--- src/rtl/timer_bus_pkg.sv ---
package timer_bus_pkg;
    localparam int BYTE_W = 8;
    localparam int CNT_W  = 16;
    localparam int NUM_CH = 3;
    localparam int MODE_W = 3;
    localparam int ACC_W  = 2;
    localparam int ADDR_W = 2;

    typedef enum logic [ACC_W-1:0] {
        ACC_SNAP = 2'd0,
        ACC_LO   = 2'd1,
        ACC_HI   = 2'd2,
        ACC_WORD = 2'd3
    } acc_e;

    typedef struct packed {
        acc_e              acc;
        logic [MODE_W-1:0] mode;
        logic              bcd;
        logic              rd_hi;
        logic              wr_hi;
        logic [BYTE_W-1:0] wr_lo;
        logic              cnt_lat;
        logic              cnt_hi;
        logic [CNT_W-1:0]  cnt_snap;
        logic              sts_lat;
        logic [BYTE_W-1:0] sts_snap;
        logic              null_cnt;
        logic              load;
        logic [CNT_W-1:0]  load_val;
    } chan_st_t;
endpackage

--- src/rtl/timer_chan_port.sv ---
module timer_chan_port
    import timer_bus_pkg::*;
(
    input  logic              clk,
    input  logic              rst_n,
    input  logic              ctl_wr,
    input  logic [5:0]        ctl_bits,
    input  logic              snap_cnt,
    input  logic              snap_sts,
    input  logic              data_wr,
    input  logic              data_rd,
    input  logic [BYTE_W-1:0] wbyte,
    input  logic [CNT_W-1:0]  live_cnt,
    input  logic              live_lvl,
    output logic [BYTE_W-1:0] rd_byte,
    output logic              load_o,
    output logic [CNT_W-1:0]  load_val_o,
    output logic [MODE_W-1:0] mode_o,
    output logic              bcd_o
);
    localparam int HB = CNT_W - BYTE_W;

    chan_st_t s_d, s_q;
    logic [MODE_W-1:0] new_mode;

    always_comb begin
        s_d      = s_q;
        s_d.load = 1'b0;
        new_mode = ctl_bits[3:1];
        if (new_mode > 3'd5) new_mode = new_mode - 3'd4;

        if (s_q.sts_lat)      rd_byte = s_q.sts_snap;
        else if (s_q.cnt_lat) rd_byte = s_q.cnt_hi ? s_q.cnt_snap[CNT_W-1:HB] : s_q.cnt_snap[BYTE_W-1:0];
        else begin
            case (s_q.acc)
                ACC_HI:   rd_byte = live_cnt[CNT_W-1:HB];
                ACC_WORD: rd_byte = s_q.rd_hi ? live_cnt[CNT_W-1:HB] : live_cnt[BYTE_W-1:0];
                default:  rd_byte = live_cnt[BYTE_W-1:0];
            endcase
        end

        if (data_rd) begin
            if (s_q.sts_lat) s_d.sts_lat = 1'b0;
            else if (s_q.cnt_lat) begin
                if (s_q.acc == ACC_WORD && !s_q.cnt_hi) s_d.cnt_hi  = 1'b1;
                else                                    s_d.cnt_lat = 1'b0;
            end else if (s_q.acc == ACC_WORD) s_d.rd_hi = !s_q.rd_hi;
        end

        if (data_wr) begin
            case (s_q.acc)
                ACC_LO: begin
                    s_d.load = 1'b1; s_d.load_val = {{HB{1'b0}}, wbyte}; s_d.null_cnt = 1'b0;
                end
                ACC_HI: begin
                    s_d.load = 1'b1; s_d.load_val = {wbyte, {BYTE_W{1'b0}}}; s_d.null_cnt = 1'b0;
                end
                ACC_WORD: begin
                    if (!s_q.wr_hi) begin
                        s_d.wr_lo = wbyte; s_d.wr_hi = 1'b1;
                    end else begin
                        s_d.load = 1'b1; s_d.load_val = {wbyte, s_q.wr_lo};
                        s_d.wr_hi = 1'b0; s_d.null_cnt = 1'b0;
                    end
                end
                default: ;
            endcase
        end

        if (ctl_wr) begin
            s_d.acc      = acc_e'(ctl_bits[5:4]);
            s_d.mode     = new_mode;
            s_d.bcd      = ctl_bits[0];
            s_d.rd_hi    = 1'b0;
            s_d.wr_hi    = 1'b0;
            s_d.cnt_lat  = 1'b0;
            s_d.sts_lat  = 1'b0;
            s_d.null_cnt = 1'b1;
        end

        if (snap_cnt && !s_q.cnt_lat) begin
            s_d.cnt_lat  = 1'b1;
            s_d.cnt_snap = live_cnt;
            s_d.cnt_hi   = (s_q.acc == ACC_HI);
        end
        if (snap_sts && !s_q.sts_lat) begin
            s_d.sts_lat  = 1'b1;
            s_d.sts_snap = {live_lvl, s_q.null_cnt, s_q.acc, s_q.mode, s_q.bcd};
        end
    end

    always_ff @(posedge clk or negedge rst_n) begin
        if (!rst_n) begin
            s_q          <= '0;
            s_q.acc      <= ACC_WORD;
            s_q.null_cnt <= 1'b1;
        end else begin
            s_q <= s_d;
        end
    end

    assign load_o     = s_q.load;
    assign load_val_o = s_q.load_val;
    assign mode_o     = s_q.mode;
    assign bcd_o      = s_q.bcd;

    // a read consumes a pending status snapshot
    p_sts_first_r9: assert property (@(posedge clk) disable iff (!rst_n)
        s_q.sts_lat && data_rd |=> !s_q.sts_lat);
    // a pending count snapshot survives a further snapshot command
    p_snap_kept_r7: assert property (@(posedge clk) disable iff (!rst_n)
        s_q.cnt_lat && snap_cnt && !data_rd && !ctl_wr |=> $stable(s_q.cnt_snap));
    // the first byte of a word write produces no load
    p_word_hold_r4: assert property (@(posedge clk) disable iff (!rst_n)
        data_wr && s_q.acc == ACC_WORD && !s_q.wr_hi |=> !load_o);
    // high-byte access loads a zero low half
    p_hi_zero_r3: assert property (@(posedge clk) disable iff (!rst_n)
        load_o && s_q.acc == ACC_HI |-> load_val_o[BYTE_W-1:0] == '0);
endmodule

--- src/rtl/timer_bus_frontend.sv ---
module timer_bus_frontend
    import timer_bus_pkg::*;
(
    input  logic                     clk,
    input  logic                     rst_n,
    input  logic [ADDR_W-1:0]        addr,
    input  logic [BYTE_W-1:0]        wdata,
    input  logic                     wr_en,
    input  logic                     rd_en,
    output logic [BYTE_W-1:0]        rdata,
    input  logic [NUM_CH*CNT_W-1:0]  live_count,
    input  logic [NUM_CH-1:0]        live_out,
    output logic [NUM_CH-1:0]        load_valid,
    output logic [NUM_CH*CNT_W-1:0]  load_value,
    output logic [NUM_CH*MODE_W-1:0] chan_mode,
    output logic [NUM_CH-1:0]        chan_bcd
);
    localparam logic [ADDR_W-1:0] CTL_ADDR = ADDR_W'(NUM_CH);

    logic              ctl_hit;
    logic              is_rb;
    logic [BYTE_W-1:0] ch_byte [NUM_CH];
    logic [BYTE_W-1:0] rdata_d, rdata_q;

    assign ctl_hit = wr_en && (addr == CTL_ADDR);
    assign is_rb   = (wdata[7:6] == 2'd3);

    for (genvar c = 0; c < NUM_CH; c++) begin : g_ch
        logic sel, ctl_w, snap_c, snap_s;
        assign sel    = ctl_hit && (wdata[7:6] == 2'(c));
        assign ctl_w  = sel && (wdata[5:4] != 2'd0);
        assign snap_c = (sel && (wdata[5:4] == 2'd0)) ||
                        (ctl_hit && is_rb && wdata[c+1] && !wdata[5]);
        assign snap_s = ctl_hit && is_rb && wdata[c+1] && !wdata[4];

        timer_chan_port u_port (
            .clk        (clk),
            .rst_n      (rst_n),
            .ctl_wr     (ctl_w),
            .ctl_bits   (wdata[5:0]),
            .snap_cnt   (snap_c),
            .snap_sts   (snap_s),
            .data_wr    (wr_en && (addr == ADDR_W'(c))),
            .data_rd    (rd_en && (addr == ADDR_W'(c))),
            .wbyte      (wdata),
            .live_cnt   (live_count[c*CNT_W +: CNT_W]),
            .live_lvl   (live_out[c]),
            .rd_byte    (ch_byte[c]),
            .load_o     (load_valid[c]),
            .load_val_o (load_value[c*CNT_W +: CNT_W]),
            .mode_o     (chan_mode[c*MODE_W +: MODE_W]),
            .bcd_o      (chan_bcd[c])
        );
    end

    always_comb begin
        rdata_d = rdata_q;
        if (rd_en) begin
            if (addr == CTL_ADDR) rdata_d = '0;
            else                  rdata_d = ch_byte[addr];
        end
    end

    always_ff @(posedge clk or negedge rst_n) begin
        if (!rst_n) rdata_q <= '0;
        else        rdata_q <= rdata_d;
    end

    assign rdata = rdata_q;

    // the control address reads as zero
    p_ctl_read_zero_r10: assert property (@(posedge clk) disable iff (!rst_n)
        rd_en && addr == CTL_ADDR |=> rdata == '0);
    // read data is held between reads
    p_rdata_hold_r5: assert property (@(posedge clk) disable iff (!rst_n)
        !rd_en |=> $stable(rdata));
endmodule

--- config.mk ---
export PLATFORM = sky130hd
export DESIGN_NAME = timer_bus_frontend
export DESIGN_NICKNAME = d
export VERILOG_FILES = /design/src/rtl/timer_bus_pkg.sv /design/src/rtl/timer_chan_port.sv /design/src/rtl/timer_bus_frontend.sv
export SDC_FILE = /design/constraint.sdc
export NUM_CORES = 1
export LEC_CHECK = 0
export ABC_AREA = 0
export BUFFER_PORTS_ARGS = -buffer_cell sky130_fd_sc_hd__clkbuf_2
export CORE_ASPECT_RATIO = 0.6
export CORE_MARGIN = 4
export CORE_UTILIZATION = 45
export CTS_BUF_LIST = sky130_fd_sc_hd__clkbuf_4 sky130_fd_sc_hd__clkbuf_8
export CTS_CLUSTER_DIAMETER = 50
export DETAILED_ROUTE_END_ITERATION = 6
export PLACE_DENSITY = 0.68
export SLEW_MARGIN = 25
export SYNTH_ARGS = -nofsm -noshare
export SYNTH_HDL_FRONTEND = slang
export SYNTH_SLANG_ARGS = --single-unit
export TNS_END_PERCENT = 30
--- constraint.sdc ---
create_clock -name clk -period 2.83 [get_ports clk]
set_input_delay 0.566 -clock clk [delete_from_list [all_inputs] [get_ports clk]]
set_output_delay 0.566 -clock clk [all_outputs]
set_load 0.03 [all_outputs]
[Word level (Yosys, flattened, before mapping)]
Index checks and enable logic that the tools add are counted.
Widths: inputs -> output; s select.
Word-level totals
  bits in registers: 191
  input bits: 65
  logic and storage cells: 279
Operators by class
  add/subtract/negate cells: 1
  order comparisons: 2
  equal/unequal tests: 33
  multiplexer cells: 89
  bitwise operators: 4
  reduce and logical (&&, ||, !) cells: 107
Operator list (number)
  $mux 18: 9
  $pmux 18 s3: 3
  $mux 8: 18
  $mux 9: 9
  $pmux 8 s2: 3
  $reduce_bool 2->1: 19
  $logic_and 1x1->1: 35
  $mux 1: 33
  $reduce_and 3->1: 9
  $reduce_bool 3->1: 9
  $mux 2: 12
  $reduce_and 4->1: 6
  $eq 2x2->1 const B: 10
  $ne 2x2->1 const B: 9
  $bmux 8 s2: 1
  $logic_not 1->1: 14
  $reduce_and 2->1: 6
  $reduce_bool 4->1: 3
  $eq 2x1->1 const B: 5
  $ne 3x2->1 const B: 3
  $ne 3x3->1 const B: 3
  $logic_not 2->1: 3
  $ne 2x1->1 const B: 3
  $ge 3x3->1 const B: 1
  6 further kinds: 10

[Depth between registers and ports, before layout]
  word-level depth: 9
  mapped depth: 7

[By module]
A second synthesis with hierarchy kept.
Unflattened totals
  cells, all modules: 774
  area total of the unflattened synthesis: 9364.0 sq um
By module, submodules not included
  timer_chan_port: instances 3, cells each 233, area an instance 2895.3 sq um
  timer_bus_frontend: instances 1, cells each 75, area an instance 678.2 sq um

[Least setup slack after synthesis]
No wires, ideal clock.
  path kind: input-to-reg
  from: input port addr[1]
  to: register g_ch[0].u_port.s_q[33] in the netlist's numbering
  setup time: 0.125 ns
  arrival time: 1.903 ns
  data required time: 2.705 ns
  path slack: 0.803 ns
  stages on the path: 6
  cell sequence: buf_2 -> and4_1 -> and3_1 -> o21ai_4 -> buf_6 -> mux2_2
On the way
  word-level cells in the longest chain between the ends: 7
Ends and longest elaborated chain
  start, declared: RTL line timer_bus_frontend.sv:6  | input logic [ADDR_W-1:0] addr,
  $eq 2x2->1 *: RTL line timer_bus_frontend.sv:25  | assign ctl_hit = wr_en && (addr == CTL_ADDR);
  $logic_and 1x1->1 *: RTL line timer_bus_frontend.sv:25
  $logic_and 1x1->1 (3 in a row): RTL line timer_bus_frontend.sv:33  | (ctl_hit && is_rb && wdata[c+1] && !wdata[5]);
  $logic_or 1x1->1 *: RTL line timer_bus_frontend.sv:32  | assign snap_c = (sel && (wdata[5:4] == 2'd0)) ||
  $logic_and 1x1->1 *: RTL line timer_chan_port.sv:81  | if (snap_cnt && !s_q.cnt_lat) begin
  end, declared: RTL line timer_chan_port.sv:23  | chan_st_t s_d, s_q;
Mark *: on every way between the ends. The rest lies on a longest branch, timed or not.
A chain may end at the register's enable or synchronous reset.

[Final worst setup path]
  from: register g_ch[2].u_port.s_q[59] in the netlist's numbering
  to: register g_ch[2].u_port.s_q, in the netlist g_ch[2].u_port.load_val_o[6]
On the way
  word-level cells in the longest chain between the ends: 3
Ends and longest elaborated chain
  start, declared: RTL line timer_chan_port.sv:23
  $eq 2x2->1 or $eq 2x1->1 (tied branches): RTL line timer_chan_port.sv:51  | case (s_q.acc)
  $ne 2x1->1 (no source line) or $reduce_bool 3->1 (tied branches)
  $reduce_and 3->1 (no source line)
Several ways; a longest one is shown, not always the timed one.

==> results.yml <==
status:
  status: "complete, but fails checks"
  violations: "design-rule violations"
critical_path:
  critPathRequiredTime_ns: 3.20
  crit_fanout: 16
  timing.rr.end: "g_ch[2].u_port.load_val_o[6]"
  worstPathArrival_ns: 2.62
  path_cells: "nor2b_1 > o21ai_1 > inv_2 > mux2_2"
  critical-path-top-delay-family: "flip-flops"
  cp.depth: 4
  worst_path_largest_cell_delay_ns: 0.64
  critical_path_class: "reg -> reg"
  endpoint_kind: "register"
  rrSetupSlack_ns: 0.57
  cp_slowest_cell: "dfstp_2"
  timing.reg2reg.worst_path_depth: 4
  critPathBufInv: 1
  critPathLaunchType: "register"
  r2r_start: "g_ch[2].u_port.s_q[59]"
power:
  pwr-share-clk_pct: 22.5
  p_leak_nw: 4.97
  max-vdd-ir-drop_v: 0.000525
  switching_share_pct: 36.8
  power_density_nw_per_um2: 805
  p_sw_mw: 3.12
  p_seq_share_pct: 47.2
  pwr-share-comb_pct: 30.3
  internal_power_mw: 5.35
logic_synthesis:
  async_reset_ff_share_pct: 100
  synth_cells: 873
  ys_seq_area_share_pct: 49.7
  syn_area_um2: 9650
  ys_ff_latch: 191
  ys_types: 63
  ys.flop_type: "dfrtp_1"
  ys.warnings.count: 0
  synth_edf_count: 0
  synth.avg_cell_area_um2: 11.1
  yosys.area.top_type_share_pct: 47.2
  synth.largest_area_cell: "dfrtp_1"
  ys_top_cells_by_area: "dfrtp_1 (47%), mux2_2 (14%), buf_4 (5.1%), a22o_1 (2.7%), mux2i_1 (2.5%)"
  syn_nets: 938
global_routing:
  grtUsageTotal_pct: 20.2
  grt-ovfl-total: 0
  grt_pass1_wl_um: 38100
  grt_pass1_vias: 6736
  antenna_found_initial: 0
  grt_max_degree: 57
detailed_routing:
  ant_nets: 0
  avgViaCountPerCell: 5.57
  drc: 3
  wl_per_cell_um: 19.4
  first_iter_violations: 535
  dr.pass1.iters: 7
  routed_wl_um: 23700
  num_vias: 6801
place:
  gp_congestion: 0.774
  port_buffers: 135
  dp.cells: 1188
  placed_cell_area_um2: 10100
  dp_hpwl_um: 17000
floorplan:
  initial_core_util_pct: 45.9
  rows: 41
  core-area_um2: 21000
  die_y_um: 121
  pin_count: 136
  dieArea_um2: 23900
  die_x_um: 197
timing:
  worstMarginPinSlew_ns: 1.02
  fin_worst_skew_ns: 0.0114
  fmax_mhz: 443
  hold_viol: 0
  relSlewSlack_pct: 32.0
  finalCritPeriodShare_pct: 79.8
  finalSetupViolCount: 0
  fin_crit_ns: 2.26
  setup_tns_ns: 0
  rsz0062_at_grt: "no"
  slew_violations: 0
cells_and_area:
  fillers: 1927
  final_nets: 993
  final_area_um2: 10500
  syn2layout_area_growth_pct: 9.07
  final_cell_mix: "dfrtp_1 (182), clkbuf_2 (134), mux2_2 (117)"
  diodes: 0
  final_common_cell: "dfrtp_1"
  fin_cells: 1220
  drive_gt1_share_pct: 36.7
run:
  cap_viol_max_count: 0
clock_network:
  clock_sinks: 191
  cts_setup_buffers: 0
  clkSlewWorstSetupHoldPaths_ns: 0.10
  cts_max_level: 4
  cts_tree: "done"
  cts_buffers: 17
  hold_buffers: 0
  cts.path.max_buffers: 2
  ctsResizeCount: 0
  cts-root-buf: "clkbuf_8"
  clk_latency_ns: 0.47
min_path:
  hp-class: "in -> async"
-- synthesized netlist by cell type, types with 5 or more instances --
master,n
mux2_4,7
dfrtp_1,182
buf_4,66
a221oi_1,8
o21ai_0,33
mux2_2,117
a31oi_1,24
mux2i_1,24
a211o_1,24
a22o_1,30
nand2_1,60
dfstp_2,9
nand3_1,34
o41ai_1,8
clkbuf_1,31
a21oi_1,26
nand4_1,10
nor2_1,58
buf_1,5
inv_1,31
buf_2,19
-- how the worst max path moves through the flow --
stage / to / slack, ns / startpoint
floorplan: g_ch[0].u_port.s_q[33] / 0.80 / addr[1]
global placement: g_ch[2].u_port.s_q[43] / 0.48 / wdata[6]
detailed placement: g_ch[2].u_port.s_q[43] / 0.48 / wdata[6]
CTS: g_ch[2].u_port.load_val_o[6] / 0.60 / g_ch[2].u_port.s_q[60]
global route: g_ch[2].u_port.load_val_o[1] / 0.43 / g_ch[2].u_port.s_q[60]
finish: g_ch[2].u_port.load_val_o[6] / 0.57 / g_ch[2].u_port.s_q[59]
-- final cells by class --
type                       instances  area, um2  share of cell area, %
tap                              279        349                   3.32
clock inverter                    13        164                   1.56
sequential                       191       4790                   45.5
multi-input combinational        524       3950                   37.6
timing repair buffer             161        892                   8.48
clock buffer                      19        249                   2.37
inverter                          33        124                   1.18
-- flip-flops by register name, summed over array words and instances, names as in the netlist --
register and count:
g_ch.u_port.bcd_o 3, rdata 8, g_ch.u_port.s_q 120, g_ch.u_port.mode_o 9, g_ch.u_port.load_val_o 48, g_ch.u_port.load_o 3
-- power by group through the flow --
stage                     sequential (mW)  combinational [mW]  clock [mW]
after floorplan                      3.83                2.38           0
after global placement               4.03                2.53           0
after detailed placement             4.05                2.58           0
after CTS                            4.00                2.59        1.96
after global routing                 4.11                2.79        2.07
final                                4.00                2.57        1.90
-- kinds of logic after synthesis --
logic type / Yosys count / synth area share (%)
xor gates and xnor gates: 4 / 0.363
AOI/OAI and AO/OA: 174 / 12.9
and+or+nand+nor: 198 / 10.4
muxes: 148 / 17.2
DFF: 191 / 49.7
buffers and inverters: 158 / 9.36
-- stage by stage --
step / total power, mW / util [%] / hold WS, ns / setup slack [ns]
final: 8.47 / 50.0 / 0.0284 / 0.573
after detailed placement: 6.64 / 48.1 / 0.477 / 0.480
after global placement: 6.56 / 48.1 / 0.475 / 0.478
after CTS: 8.55 / 50.0 / 0.0352 / 0.595
after global routing: 8.98 / 50.0 / 0.0466 / 0.426
after floorplan: 6.21 / - / 0.270 / 0.803
-- per-layer routing --
metal  vias up  share of wire, %  GRT usage (%)
li1       3141                 -              -
met1      3437                49           31.0
met2       209                43           29.1
met3        14               6.6           4.94
met4         0              0.97           4.29
met5         -                 0              0
No activity file was read; power rests on OpenSTA's default activity.
